[src/rtl/wt_pkg.sv]
package wt_pkg;

    typedef enum logic [1:0] {
        ACT_NONE = 2'd0,
        ACT_SET  = 2'd1,
        ACT_CLR  = 2'd2,
        ACT_TGL  = 2'd3
    } act_e;

    // Per-output action table: duty in the low bits, trigger in the high bits.
    typedef struct packed {
        act_e sw;
        act_e ext;
        act_e per;
        act_e duty;
    } out_acts_t;

    typedef struct packed {
        out_acts_t  b;
        out_acts_t  a;
        logic [2:0] clksel;
    } mode_t;

    localparam int MODE_W  = $bits(mode_t);
    localparam int N_OUT   = 2;
    localparam int PRE_W   = 7;   // enough for the largest divider, 128

    localparam logic [1:0] ADDR_MODE = 2'd0;
    localparam logic [1:0] ADDR_DA   = 2'd1;
    localparam logic [1:0] ADDR_DB   = 2'd2;
    localparam logic [1:0] ADDR_PER  = 2'd3;

endpackage

[src/rtl/wt_tick_gen.sv]
module wt_tick_gen
    import wt_pkg::*;
(
    input  logic       clk,
    input  logic       rst_n,
    input  logic       slow_in,
    input  logic [2:0] sel,
    output logic       tick
);

    logic [PRE_W-1:0] pre_q;
    logic [2:0]       slow_sync_q;
    logic             slow_rise;

    always_ff @(posedge clk or negedge rst_n) begin
        if (!rst_n) begin
            pre_q       <= '0;
            slow_sync_q <= '0;
        end else begin
            pre_q       <= pre_q + 1'b1;
            slow_sync_q <= {slow_sync_q[1:0], slow_in};
        end
    end

    assign slow_rise = slow_sync_q[1] & ~slow_sync_q[2];

    always_comb begin
        unique case (sel)
            3'd0:    tick = pre_q[0];
            3'd1:    tick = &pre_q[2:0];
            3'd2:    tick = &pre_q[4:0];
            3'd3:    tick = &pre_q[6:0];
            default: tick = slow_rise;
        endcase
    end

endmodule

[src/rtl/wt_counter.sv]
module wt_counter #(
    parameter int CNT_W = 16
) (
    input  logic             clk,
    input  logic             rst_n,
    input  logic             tick,
    input  logic             cmd_valid,
    input  logic             cmd_start,
    input  logic             cmd_stop,
    input  logic             cmd_trig,
    input  logic [CNT_W-1:0] period,
    output logic [CNT_W-1:0] cnt,
    output logic             run,
    output logic             trig,
    output logic             step,
    output logic             per_hit
);

    typedef enum logic {ST_HALT, ST_RUN} st_e;

    st_e st_q, st_d;

    // State register
    always_ff @(posedge clk or negedge rst_n) begin
        if (!rst_n) st_q <= ST_HALT;
        else        st_q <= st_d;
    end

    // Transitions START and STOP
    always_comb begin
        st_d = st_q;
        unique case (st_q)
            ST_HALT: if (cmd_valid && cmd_start && !cmd_stop) st_d = ST_RUN;
            ST_RUN:  if (cmd_valid && cmd_stop)               st_d = ST_HALT;
        endcase
    end

    // State-derived outputs
    always_comb begin
        run     = (st_q == ST_RUN);
        trig    = cmd_valid && cmd_trig;
        step    = run && tick && !trig;
        per_hit = step && (cnt == period);
    end

    always_ff @(posedge clk or negedge rst_n) begin
        if (!rst_n)       cnt <= '0;
        else if (trig)    cnt <= '0;
        else if (per_hit) cnt <= '0;
        else if (step)    cnt <= cnt + 1'b1;
    end

endmodule

[src/rtl/wt_out_ctl.sv]
module wt_out_ctl
    import wt_pkg::*;
(
    input  logic      clk,
    input  logic      rst_n,
    input  out_acts_t acts,
    input  logic      trig,
    input  logic      ext_hit,
    input  logic      per_hit,
    input  logic      duty_hit,
    output logic      wave
);

    act_e act;

    always_comb begin
        if (trig)          act = acts.sw;
        else if (ext_hit)  act = acts.ext;
        else if (per_hit)  act = acts.per;
        else if (duty_hit) act = acts.duty;
        else               act = ACT_NONE;
    end

    always_ff @(posedge clk or negedge rst_n) begin
        if (!rst_n) begin
            wave <= 1'b0;
        end else begin
            unique case (act)
                ACT_NONE: wave <= wave;
                ACT_SET:  wave <= 1'b1;
                ACT_CLR:  wave <= 1'b0;
                ACT_TGL:  wave <= ~wave;
            endcase
        end
    end

endmodule

[src/rtl/dualcmp_wave_timer.sv]
module dualcmp_wave_timer
    import wt_pkg::*;
#(
    parameter int CNT_W = 16,
    parameter int BUS_W = 32
) (
    input  logic             clk,
    input  logic             rst_n,
    input  logic             slow_clk_in,
    input  logic             cfg_we,
    input  logic [1:0]       cfg_addr,
    input  logic [BUS_W-1:0] cfg_wdata,
    input  logic             cmd_valid,
    input  logic             cmd_start,
    input  logic             cmd_stop,
    input  logic             cmd_trig,
    input  logic             ext_evt,
    output logic             out_a,
    output logic             out_b,
    output logic [CNT_W-1:0] count
);

    mode_t            mode_q;
    logic [CNT_W-1:0] duty_q [N_OUT];
    logic [CNT_W-1:0] rc_q;
    logic             ext_q;
    logic             tick, run, trig, step, per_hit, ext_hit;
    logic [N_OUT-1:0] waves;
    out_acts_t        acts [N_OUT];

    always_ff @(posedge clk or negedge rst_n) begin
        if (!rst_n) begin
            mode_q    <= '0;
            duty_q[0] <= '0;
            duty_q[1] <= '0;
            rc_q      <= '0;
            ext_q     <= 1'b0;
        end else begin
            ext_q <= ext_evt;
            if (cfg_we) begin
                unique case (cfg_addr)
                    ADDR_MODE: mode_q    <= mode_t'(cfg_wdata[MODE_W-1:0]);
                    ADDR_DA:   duty_q[0] <= cfg_wdata[CNT_W-1:0];
                    ADDR_DB:   duty_q[1] <= cfg_wdata[CNT_W-1:0];
                    ADDR_PER:  rc_q      <= cfg_wdata[CNT_W-1:0];
                endcase
            end
        end
    end

    assign ext_hit = run && ext_evt && !ext_q && !trig;
    assign acts[0] = mode_q.a;
    assign acts[1] = mode_q.b;

    wt_tick_gen u_tick (
        .clk     (clk),
        .rst_n   (rst_n),
        .slow_in (slow_clk_in),
        .sel     (mode_q.clksel),
        .tick    (tick)
    );

    wt_counter #(.CNT_W(CNT_W)) u_cnt (
        .clk       (clk),
        .rst_n     (rst_n),
        .tick      (tick),
        .cmd_valid (cmd_valid),
        .cmd_start (cmd_start),
        .cmd_stop  (cmd_stop),
        .cmd_trig  (cmd_trig),
        .period    (rc_q),
        .cnt       (count),
        .run       (run),
        .trig      (trig),
        .step      (step),
        .per_hit   (per_hit)
    );

    for (genvar g = 0; g < N_OUT; g++) begin : g_out
        logic duty_hit;
        assign duty_hit = step && (count == duty_q[g]);

        wt_out_ctl u_out (
            .clk      (clk),
            .rst_n    (rst_n),
            .acts     (acts[g]),
            .trig     (trig),
            .ext_hit  (ext_hit),
            .per_hit  (per_hit),
            .duty_hit (duty_hit),
            .wave     (waves[g])
        );
    end

    assign out_a = waves[0];
    assign out_b = waves[1];

endmodule

[config.mk]
export PLATFORM = sky130hd
export DESIGN_NAME = dualcmp_wave_timer
export DESIGN_NICKNAME = d
export VERILOG_FILES = /design/src/rtl/wt_pkg.sv /design/src/rtl/wt_tick_gen.sv /design/src/rtl/wt_counter.sv /design/src/rtl/wt_out_ctl.sv /design/src/rtl/dualcmp_wave_timer.sv
export SDC_FILE = /design/constraint.sdc
export NUM_CORES = 1
export LEC_CHECK = 0
export CORE_MARGIN = 2
export CORE_UTILIZATION = 30
export CTS_CLUSTER_DIAMETER = 150
export DETAILED_ROUTE_END_ITERATION = 6
export GPL_ROUTABILITY_DRIVEN = 1
export GPL_TIMING_DRIVEN = 1
export SYNTH_ARGS = -nofsm -noshare
export SYNTH_HDL_FRONTEND = slang
export SYNTH_HIERARCHICAL = 1
export SYNTH_SLANG_ARGS = --single-unit
[constraint.sdc]
create_clock -name clk -period 3.18 [get_ports clk]
set_input_delay 0.477 -clock clk [delete_from_list [all_inputs] [get_ports clk]]
set_output_delay 0.477 -clock clk [all_outputs]
set_load 0.02 [all_outputs]
* Word-level counts from Yosys, hierarchy flattened
Index checks and enable logic that the tools add are counted.
** Cells by class
- $add $sub $neg :: 2
- Equality and inequality tests :: 15
- Mux-type cells :: 17
- Bitwise gates (word level) :: 5
- Reduce and logical (&&, ||, !) cells :: 27
** Operator list (number)
- equality test 16 bit :: 3
- two-way mux 16 bit :: 3
- adder 16 x 1 -> 16 bit, second input constant :: 1
- two-way mux 2 bit :: 8
- equality test 2 bit, second input constant :: 6
- logical AND 1 bit :: 12
- AND reduction 2 bit :: 4
- adder 7 x 1 -> 7 bit, second input constant :: 1
- AND reduction 7 bit :: 1
- equality test 2 x 1 -> 1 bit, second input constant :: 3
- equality test 3 x 2 -> 1 bit, second input constant :: 2
- logical NOT 2 bit :: 3
- case mux 1 bit (3 select lines) :: 2
- AND reduction 5 bit :: 1
- inverter 1 bit :: 4
- case mux 1 bit (4 select lines) :: 1
- equality test 3 x 1 -> 1 bit, second input constant :: 1
- logical NOT 1 bit :: 3
- logical NOT 3 bit :: 1
- AND reduction 3 bit :: 1
- nonzero test 3 bit :: 1
- two-way mux 1 bit :: 2
- case mux 1 bit (2 select lines) :: 1
- bitwise AND 1 bit :: 1
** Word-level totals
- Register bits after elaboration :: 97
- Output and inout port bits :: 18
- Word-level logic and storage cells :: 85

* Longest topological paths before layout
Gate-level depths: netlist (run 1).
- Depth after elaboration :: 12
- Depth in mapped cells :: 14

* Hierarchy
The synthesis (run 1) kept the hierarchy.
** Modules (own cells, without submodules)
- dualcmp_wave_timer :: times used 1, cells an instance 190, area each 2905.3 um^2, sequential area each 1701.6 um^2
- wt_counter :: times used 1, cells an instance 123, area each 1171.1 um^2, sequential area each 425.4 um^2
- wt_tick_gen :: times used 1, cells an instance 30, area each 396.6 um^2, sequential area each 250.2 um^2
- wt_out_ctl :: times used 2, cells an instance 15, area each 112.6 um^2, sequential area each 25.0 um^2

* Worst setup path after synthesis (run 1)
OpenSTA, ideal clock, no wires.
- Path type :: register to register
- From :: register u_tick.pre_q[0]
- To :: register g_out[0].u_out.wave
- Arrival time :: 2.671 ns
- Path slack :: 0.386 ns
- Cell stages (with the launch flop) :: 15
- Buffers on the path :: 2
- Clock period less this slack :: 2.794 ns
- Cells stage by stage :: dfrtp_1 -> ha_1 -> and3_1 -> ha_1 -> mux2i_1 -> or2_0 -> a32oi_1 -> and3_1 -> clkbuf_1 -> buf_6 -> inv_1 -> nor2_1 -> nand4bb_1 -> o211ai_1 -> o221a_1
** On the way
- Elaborated cells between the ends (all ways) :: 17
** RTL lines
- from (decl) :: RTL line wt_tick_gen.sv:11 : logic [PRE_W-1:0] pre_q;
- from (signal assigned) :: RTL line wt_tick_gen.sv:20 : pre_q <= pre_q + 1'b1;
- AND reduction 7 bit, or another cell as far along :: RTL line wt_tick_gen.sv:32 : 3'd3: tick = &pre_q[6:0];
- case mux 1 bit (4 select lines) (*) :: RTL line wt_tick_gen.sv:28 : unique case (sel)
- via tick :: RTL line dualcmp_wave_timer.sv:27 : logic tick, run, trig, step, per_hit, ext_hit;
- logical AND 1 bit (*) (2 in series) :: RTL line wt_counter.sv:42 : step = run && tick && !trig;
- via step :: RTL line dualcmp_wave_timer.sv:27
- logical AND 1 bit (*) :: RTL line wt_counter.sv:43 : per_hit = step && (cnt == period);
- via per_hit :: RTL line dualcmp_wave_timer.sv:27
- two-way mux 2 bit (*) :: RTL line wt_out_ctl.sv:19 : else if (per_hit) act = acts.per;
- two-way mux 2 bit (*) :: RTL line wt_out_ctl.sv:18 : else if (ext_hit) act = acts.ext;
- two-way mux 2 bit (*) :: RTL line wt_out_ctl.sv:17 : if (trig) act = acts.sw;
- equality test 2 bit or equality test 2 x 1 -> 1 bit (tied branches) :: RTL line wt_out_ctl.sv:28 : unique case (act)
- case mux 1 bit (3 select lines) :: RTL line wt_out_ctl.sv:28
- to (signal assigned) :: RTL line wt_out_ctl.sv:29 : ACT_NONE: wave <= wave;
- to (signal assigned) :: RTL line wt_out_ctl.sv:32 : ACT_TGL: wave <= ~wave;
- to (decl) :: RTL line wt_out_ctl.sv:11 : output logic wave
Mark *: on every way through the listed nets, which the timed path passes. The rest lies on a longest branch.
A chain may end at the register's enable or synchronous reset.

* Worst setup path after layout (run 1)
- From :: register u_tick.pre_q[0]
- To :: register g_out[1].u_out.wave
** On the way
- Cells in the longest elaborated chain, start to end :: 11
- Elaborated cells between the ends (all ways) :: 17
** RTL lines
- AND reduction 7 bit, or another cell as far along :: RTL line wt_tick_gen.sv:32
- case mux 1 bit (4 select lines) (*) :: RTL line wt_tick_gen.sv:28
- via tick :: RTL line dualcmp_wave_timer.sv:27
- logical AND 1 bit (*) (2 in series) :: RTL line wt_counter.sv:42
- via step :: RTL line dualcmp_wave_timer.sv:27
- logical AND 1 bit (*) :: RTL line dualcmp_wave_timer.sv:81 : assign duty_hit = step && (count == duty_q[g]);
- via g_out[1].duty_hit :: RTL line dualcmp_wave_timer.sv:80 : logic duty_hit;
- two-way mux 2 bit (*) :: RTL line wt_out_ctl.sv:20 : else if (duty_hit) act = acts.duty;
- two-way mux 2 bit (*) :: RTL line wt_out_ctl.sv:19
- two-way mux 2 bit (*) :: RTL line wt_out_ctl.sv:18
- two-way mux 2 bit (*) :: RTL line wt_out_ctl.sv:17
- equality test 2 bit or equality test 2 x 1 -> 1 bit (tied branches) :: RTL line wt_out_ctl.sv:28
- case mux 1 bit (3 select lines) :: RTL line wt_out_ctl.sv:28
- to (signal assigned) :: RTL line wt_out_ctl.sv:29
- to (signal assigned) :: RTL line wt_out_ctl.sv:32
- to (decl) :: RTL line wt_out_ctl.sv:11
Marked as above.

==> results of run 1 <==
==> flip-flops by register name (all words and copies together) (netlist names) <==
name                count
u_cnt/run               1
acts                   16
rc_q                   16
duty_q                 32
g_out.u_out/wave        2
u_cnt/cnt              16
mode_q                  3
u_tick/slow_sync_q      3
ext_q                   1
u_tick/pre_q            7
==> worst max-delay path, stage by stage (launching register included) <==
cell and delay [ns]:
dfrtp_1 0.39, ha_1 0.17, and3_1 0.22, ha_1 0.17, mux2i_1 0.06, or2_0 0.19, a32oi_1 0.27, and3_1 0.28
nand2_1 0.06, nor4_1 0.40, nand2_1 0.11, o211a_1 0.22, o221a_1 0.24
==> placed cells by master, fill, tap and decap left out, types with 8 or more instances in the layout <==
master	instances
nand3_1	8
mux2_2	67
dfrtp_1	97
nor2_1	8
nand2_1	27
xnor2_1	27
clkbuf_16	9
nor4_1	8
clkdlybuf4s50_1	46
nand4_1	17
buf_4	10
xor2_1	26
==> power groups by stage <==
stage	registers, mW	clock network [mW]	logic (mW)
3_5_place_dp	1.59	0	0.581
4_1_cts	1.57	1.04	0.586
6_report	1.57	1.01	0.578
2_1_floorplan	1.57	0	0.369
3_3_place_gp	1.58	0	0.566
5_1_grt	1.60	1.10	0.631
==> kinds of logic after synthesis <==
| kind of cell | after synthesis | synth area share [%] |
|---|---|---|
| xor gates and xnor gates | 53 | 9.88 |
| and+or+nand+nor | 95 | 12.0 |
| DFF | 97 | 51.7 |
| muxes | 69 | 16.5 |
| AOI/OAI and AO/OA | 35 | 5.97 |
| adders and majority gates | 4 | 1.07 |
| buffers and inverters | 20 | 2.90 |
==> layout make-up <==
cell class,count,area (µm²)
Tap cell,211,264
Fill cell,1507,9580
Sequential cell,97,2430
Clock inverter,5,31.3
Timing Repair Buffer,57,547
Inverter,7,26.3
Clock buffer,11,243
Multi-Input combinational cell,256,2140
==> per-layer routing <==
metal,routed length [µm],vias to the layer above
li1,-,1465
met2,5210,80
met3,479,11
met1,4990,1572
met5,0,-
met4,215,0
==> stage by stage <==
stage / util (%) / cell area (µm²) / hold WS [ns]
5_1_grt: 37.2 / 5680 / 0.196
3_3_place_gp: 35.4 / 5400 / 0.334
4_1_cts: 37.2 / 5670 / 0.181
6_report: 37.2 / 5680 / 0.147
2_1_floorplan: - / 4700 / 0.181
3_5_place_dp: 35.4 / 5400 / 0.344
==> final timing paths <==
kind | startpoint | endpoint | slack [ns] | depth (start not counted)
min in group clk | u_tick/slow_sync_q[0]$_DFF_PN0_ | u_tick/slow_sync_q[1]$_DFF_PN0_ | 0.35 | 0
worst min-delay path | rst_n | acts[2]$_DFFE_PN0P_ | 0.15 | 1
max in group asynchronous | rst_n | u_tick/pre_q[2]$_DFF_PN0_ | 2.24 | 2
worst max-delay path | u_tick/pre_q[0]$_DFF_PN0_ | g_out[1].u_out/wave$_DFFE_PN0P_ | 0.27 | 12
worst min register to register | u_tick/slow_sync_q[0]$_DFF_PN0_ | u_tick/slow_sync_q[1]$_DFF_PN0_ | 0.35 | 0
worst max register to register | u_tick/pre_q[0]$_DFF_PN0_ | g_out[1].u_out/wave$_DFFE_PN0P_ | 0.27 | 12
==> what timing repair did <==
| item | CTS | global route |
|---|---|---|
| resized for setup | 0 | 2 |
| hold buffers | 0 | 0 |
| setup buffers | 0 | 0 |
| endpoints found under the setup margin | 0 | 4 |
==> run metrics, run 1 <==
status complete, no violations; RSZ-0062 raised after global routing false; routability congestion estimate 0.785; largest net degree at the start of global routing 53; Clock Skews 0.00594 ns; H-tree depth 3; Slew HR 52.4%; Initial DRT Pass Iterations 4; drt drc 0; Synth Warn # 6; dominant cell type by area after synthesis dfrtp_1; die width 129 µm; diode count 0; Avg WL per Cell 16.9 µm; worst slack, placed 0.250 ns; drt initial violations 272; met2 Track Usage GR 22.1%; Worst VDD drop 0.415 mV; GR Overflow Total 0; Period Utilization, post-route 91.5%; crit path max fanout 4; measured slew at the worst slew-check pin 0.714 ns; synthesis-to-finish area growth 20.8%; GRT busiest layer met2; overall global routing resource usage 14.0%; Critical Path End Type flip-flop; pwr/cell area 556 mW/mm²; Final min period 2.91 ns; met1 GRT Util 18.6%; Slew Limit Fails 0; Netlist cell types 52; fin nets 475; met3 Track Usage GR 3.76%; internal power 2.29 mW; total design power 3.16 mW; post-synth top area share 51.7%; first-pass GRT wire length 17600 µm; vias after detailed routing 3128; Clock Sinks 97; fin worst setup slack 0.269 ns; fraction of registers with async set/reset 100%; total core area 0.0153 mm²; Max Cap Viol 0; Routed WL 10900 µm; cell count after synthesis 373; Synth Register Bits 97; Post-synth top flop dfrtp_1; Placed Cells 628; combinational share of power 18.3%; vias in the first global route 3255; sequential-to-total area share from yosys stat 51.7%; Final Setup Violations 0; post-DR vias/cell 4.86; critical path arrival 3.15 ns; initial antenna violation count 0; Hold WC Path Type in -> async; io pins 61; list of most frequent post-synthesis cells dfrtp_1, mux2_2, nand2_1; Worst Path Class, Setup reg -> reg; Psw 0.867 mW; CP Data Required Time 3.42 ns; max frequency 0.343 GHz; root buffer cell clkbuf_16; Starting Density 30.8%; Leakage 2.29 nW; layout cells sized above 1 25.9%; IO Port Bufs 47; setup TNS 0 ns; CTS tree built; Final Hold Viols 0; Post-synth EDFFs 0; Die Y 129 µm; CTS Buffer Depth 2; sw frac 27.5%; clock power share 32.0%; Die ar. 0.0167 mm²; count leader, synth dfrtp_1; row cnt 45; Final HPWL DP 7980 µm; Mapped Area 0.00470 mm²; CTS Buf Count 9; worst-skew pair later-pin latency 0.35 ns; CTS clock-pin slew for the worst setup and hold paths 0.07 ns; Antenna Nets Post-Route 0; top post-synthesis cells by area dfrtp_1, mux2_2, xnor2_1; critical path launch point type flip-flop; Post-Syn Nets 420; Post-Syn Area per Cell 12.6 µm²; Non-Filler Instances 644; Reg power frac 49.7%
Note: power is estimated with default switching activity, not from simulation.
==> run 2: changes to the inputs <==
==> constraint.sdc (replaced) <==
create_clock -name clk -period 3.18 [get_ports clk]
set_input_delay 0.318 -clock clk [delete_from_list [all_inputs] [get_ports clk]]
set_output_delay 0.318 -clock clk [all_outputs]
set_load 0.02 [all_outputs]
==> run 2 against run 1 <==
Compared with the run above:
- the flow now finishes with violations (negative hold slack)
- final cell count is 0.16% higher
- clock skew is 0.0025 ns higher
- largest power group unchanged
- critical path type unchanged
- combinational power is 0.7% lower
- design area is 1.1% higher
==> run metrics, run 2 (synthesis results as in run 1) <==
status finished, violations left; failing checks negative hold slack; GR Overflow Total 0 (unchanged); Final Hold Viols 3 (+3); commonest non-fill, non-tap cell in the layout dfrtp_1; Final Setup Violations 0 (unchanged); CTS Buf Count 9 (unchanged); H-tree depth 3 (unchanged); layout cells sized above 1 26.5% (+0.63 points); reg2reg start u_tick/pre_q[0]$_DFF_PN0_; post-DR vias/cell 4.76 (-2.0%); Die Y 129 µm (unchanged); max frequency 0.354 GHz (+3.0%); Avg WL per Cell 16.4 µm (-3.1%); die width 129 µm (unchanged); CTS clock-pin slew for the worst setup and hold paths 0.06 ns (about the same); RSZ-0062 raised after global routing false; Final HPWL DP 7700 µm (-3.4%); Cell Area, Placed 0.00540 mm² (+0.14%); setup TNS 0 ns (unchanged); critical path arrival 3.05 ns (-0.10 ns); critical path launch point type flip-flop; drt initial violations 178 (-35%); Routed WL 10600 µm (-2.9%); CP Data Required Time 3.40 ns (-0.02 ns); CTS tree built; vias after detailed routing 3069 (-1.9%); Starting Density 30.8% (unchanged); Critical Path End Type flip-flop; largest net degree at the start of global routing 51 (-3.8%); vias in the first global route 3059 (-6.0%); Worst VDD drop 0.358 mV (-14%); Largest register FFs 32 (unchanged); drt drc 0 (unchanged); Max Cap Viol 0 (unchanged); IO Port Bufs 47 (unchanged); worst-skew pair later-pin latency 0.34 ns (about the same); Hold WC Path Type in -> async; met1 GRT Util 18.7% (+0.10 points); Initial DRT Pass Iterations 5 (+1); io pins 61 (unchanged); Clock Skews 0.00840 ns (+0.00247 ns); met3 Track Usage GR 3.10% (-0.66 points); Biggest register duty_q; worst hold slack -0.00547 ns (-0.153 ns); met2 Track Usage GR 21.7% (-0.46 points); CTS Buffer Depth 2 (unchanged); fin area 0.00574 mm² (+1.1%); postcts setup bufs 0 (unchanged); Clock Sinks 97 (unchanged); measured slew at the worst slew-check pin 0.779 ns (+0.0644 ns); synthesis-to-finish area growth 22.1%; initial antenna violation count 0 (unchanged); Slew HR 48.1% (-4.3 points); Slew Limit Fails 0 (unchanged); routability congestion estimate 0.772 (-1.6%); Antenna Nets Post-Route 0 (unchanged); root buffer cell clkbuf_16; Period Utilization, post-route 88.9% (-2.7 points); diode count 0 (unchanged); CP Launch Point u_tick/pre_q[0]$_DFF_PN0_; fin nets 476 (+0.21%); Leakage 2.32 nW (+1.2%); Die ar. 0.0167 mm² (unchanged); Final min period 2.83 ns (-0.0845 ns); row cnt 45 (unchanged); total core area 0.0153 mm² (unchanged); Worst Path Class, Setup reg -> reg; GRT busiest layer met2; overall global routing resource usage 13.5% (-0.49 points); crit path max fanout 15 (+11); fillers 1513 (+0.40%); pwr/cell area 572 mW/mm² (+2.7%); commonest cells after routing, fill and taps aside dfrtp_1, mux2_2, clkdlybuf4s50_1; first-pass GRT wire length 17000 µm (-3.4%)
==> run 2: cell types whose count changed in the layout (fill, tap and decap cells not counted), sizes merged <==
cell | previous run | this run
clkinv | 4 | 2
buf | 11 | 12
clkbuf | 11 | 13
clkinvlp | 1 | 0
bufinv | 0 | 1
==> run 2: area by class of cell <==
type                            instances  area (µm²)  area share (%)
Clock buffer                           13         270            4.71
Multi-Input combinational cell        256        2150            37.5
Sequential cell                        97        2430            42.3
Tap cell                              211         264            4.60
Inverter                                7        26.3           0.458
Timing Repair Buffer                   58         551            9.60
Clock inverter                          3        47.5           0.829
==> run 2: path summary, 6_finish.rpt <==
kind | endpoint | slack, ns | depth (start not counted)
min in group clk | u_tick/slow_sync_q[1]$_DFF_PN0_ | 0.36 | 0
worst min-delay path | acts[7]$_DFFE_PN0P_ | -0.005 | 1
worst max register to register | u_cnt/cnt[11]$_DFFE_PN0P_ | 0.35 | 10
worst min register to register | u_tick/slow_sync_q[1]$_DFF_PN0_ | 0.36 | 0
worst max-delay path | u_cnt/cnt[11]$_DFFE_PN0P_ | 0.35 | 10
max in group asynchronous | u_cnt/cnt[8]$_DFFE_PN0P_ | 2.37 | 2
==> run 2: per-stage QoR <==
| stage | power, mW | cells | setup WS, ns | hold WS (ns) | utilization (%) |
|---|---|---|---|---|---|
| 4_1_cts | 3.32 | 645 | 0.171 | 0.0402 | 37.5 |
| 3_5_place_dp | 2.17 | 629 | 0.187 | 0.346 | 35.4 |
| 3_3_place_gp | 2.15 | 629 | 0.284 | 0.334 | 35.4 |
| 6_report | 3.28 | 645 | 0.353 | -0.00547 | 37.6 |
| 2_1_floorplan | 1.94 | 373 | 0.386 | 0.0224 | - |
| 5_1_grt | 3.44 | 645 | 0.0537 | 0.0485 | 37.6 |
==> run 2: layer usage <==
layer / share of wire (%) / vias to the layer above
li1: - / 1464
met1: 47 / 1533
met2: 47 / 65
met3: 4.8 / 7
met4: 0.73 / 0
met5: 0 / -
==> run 2: report_power, final <==
| part | switching (mW) | internal [mW] | leakage (nW) |
|---|---|---|---|
| logic | 0.251 | 0.324 | 0.985 |
| clock network | 0.464 | 0.678 | 0.156 |
| registers | 0.146 | 1.42 | 1.18 |
| total | 0.860 | 2.42 | 2.32 |
==> run 2: worst max-delay path, cell delays in order, from the launching register on <==
cell and delay (ns):
dfrtp_1 0.39, ha_1 0.18, and3_1 0.21, ha_1 0.16, mux2i_1 0.06, or2_0 0.20
a32oi_1 0.26, and3_1 0.34, buf_4 0.27, nand2_2 0.22, o41ai_1 0.41
==> run 2: repair_timing <==
| action | in CTS | in global routing |
|---|---|---|
| endpoints found under the setup margin | 0 | 9 |
| gates resized for setup | 0 | 4 |
| hold buffers | 0 | 0 |
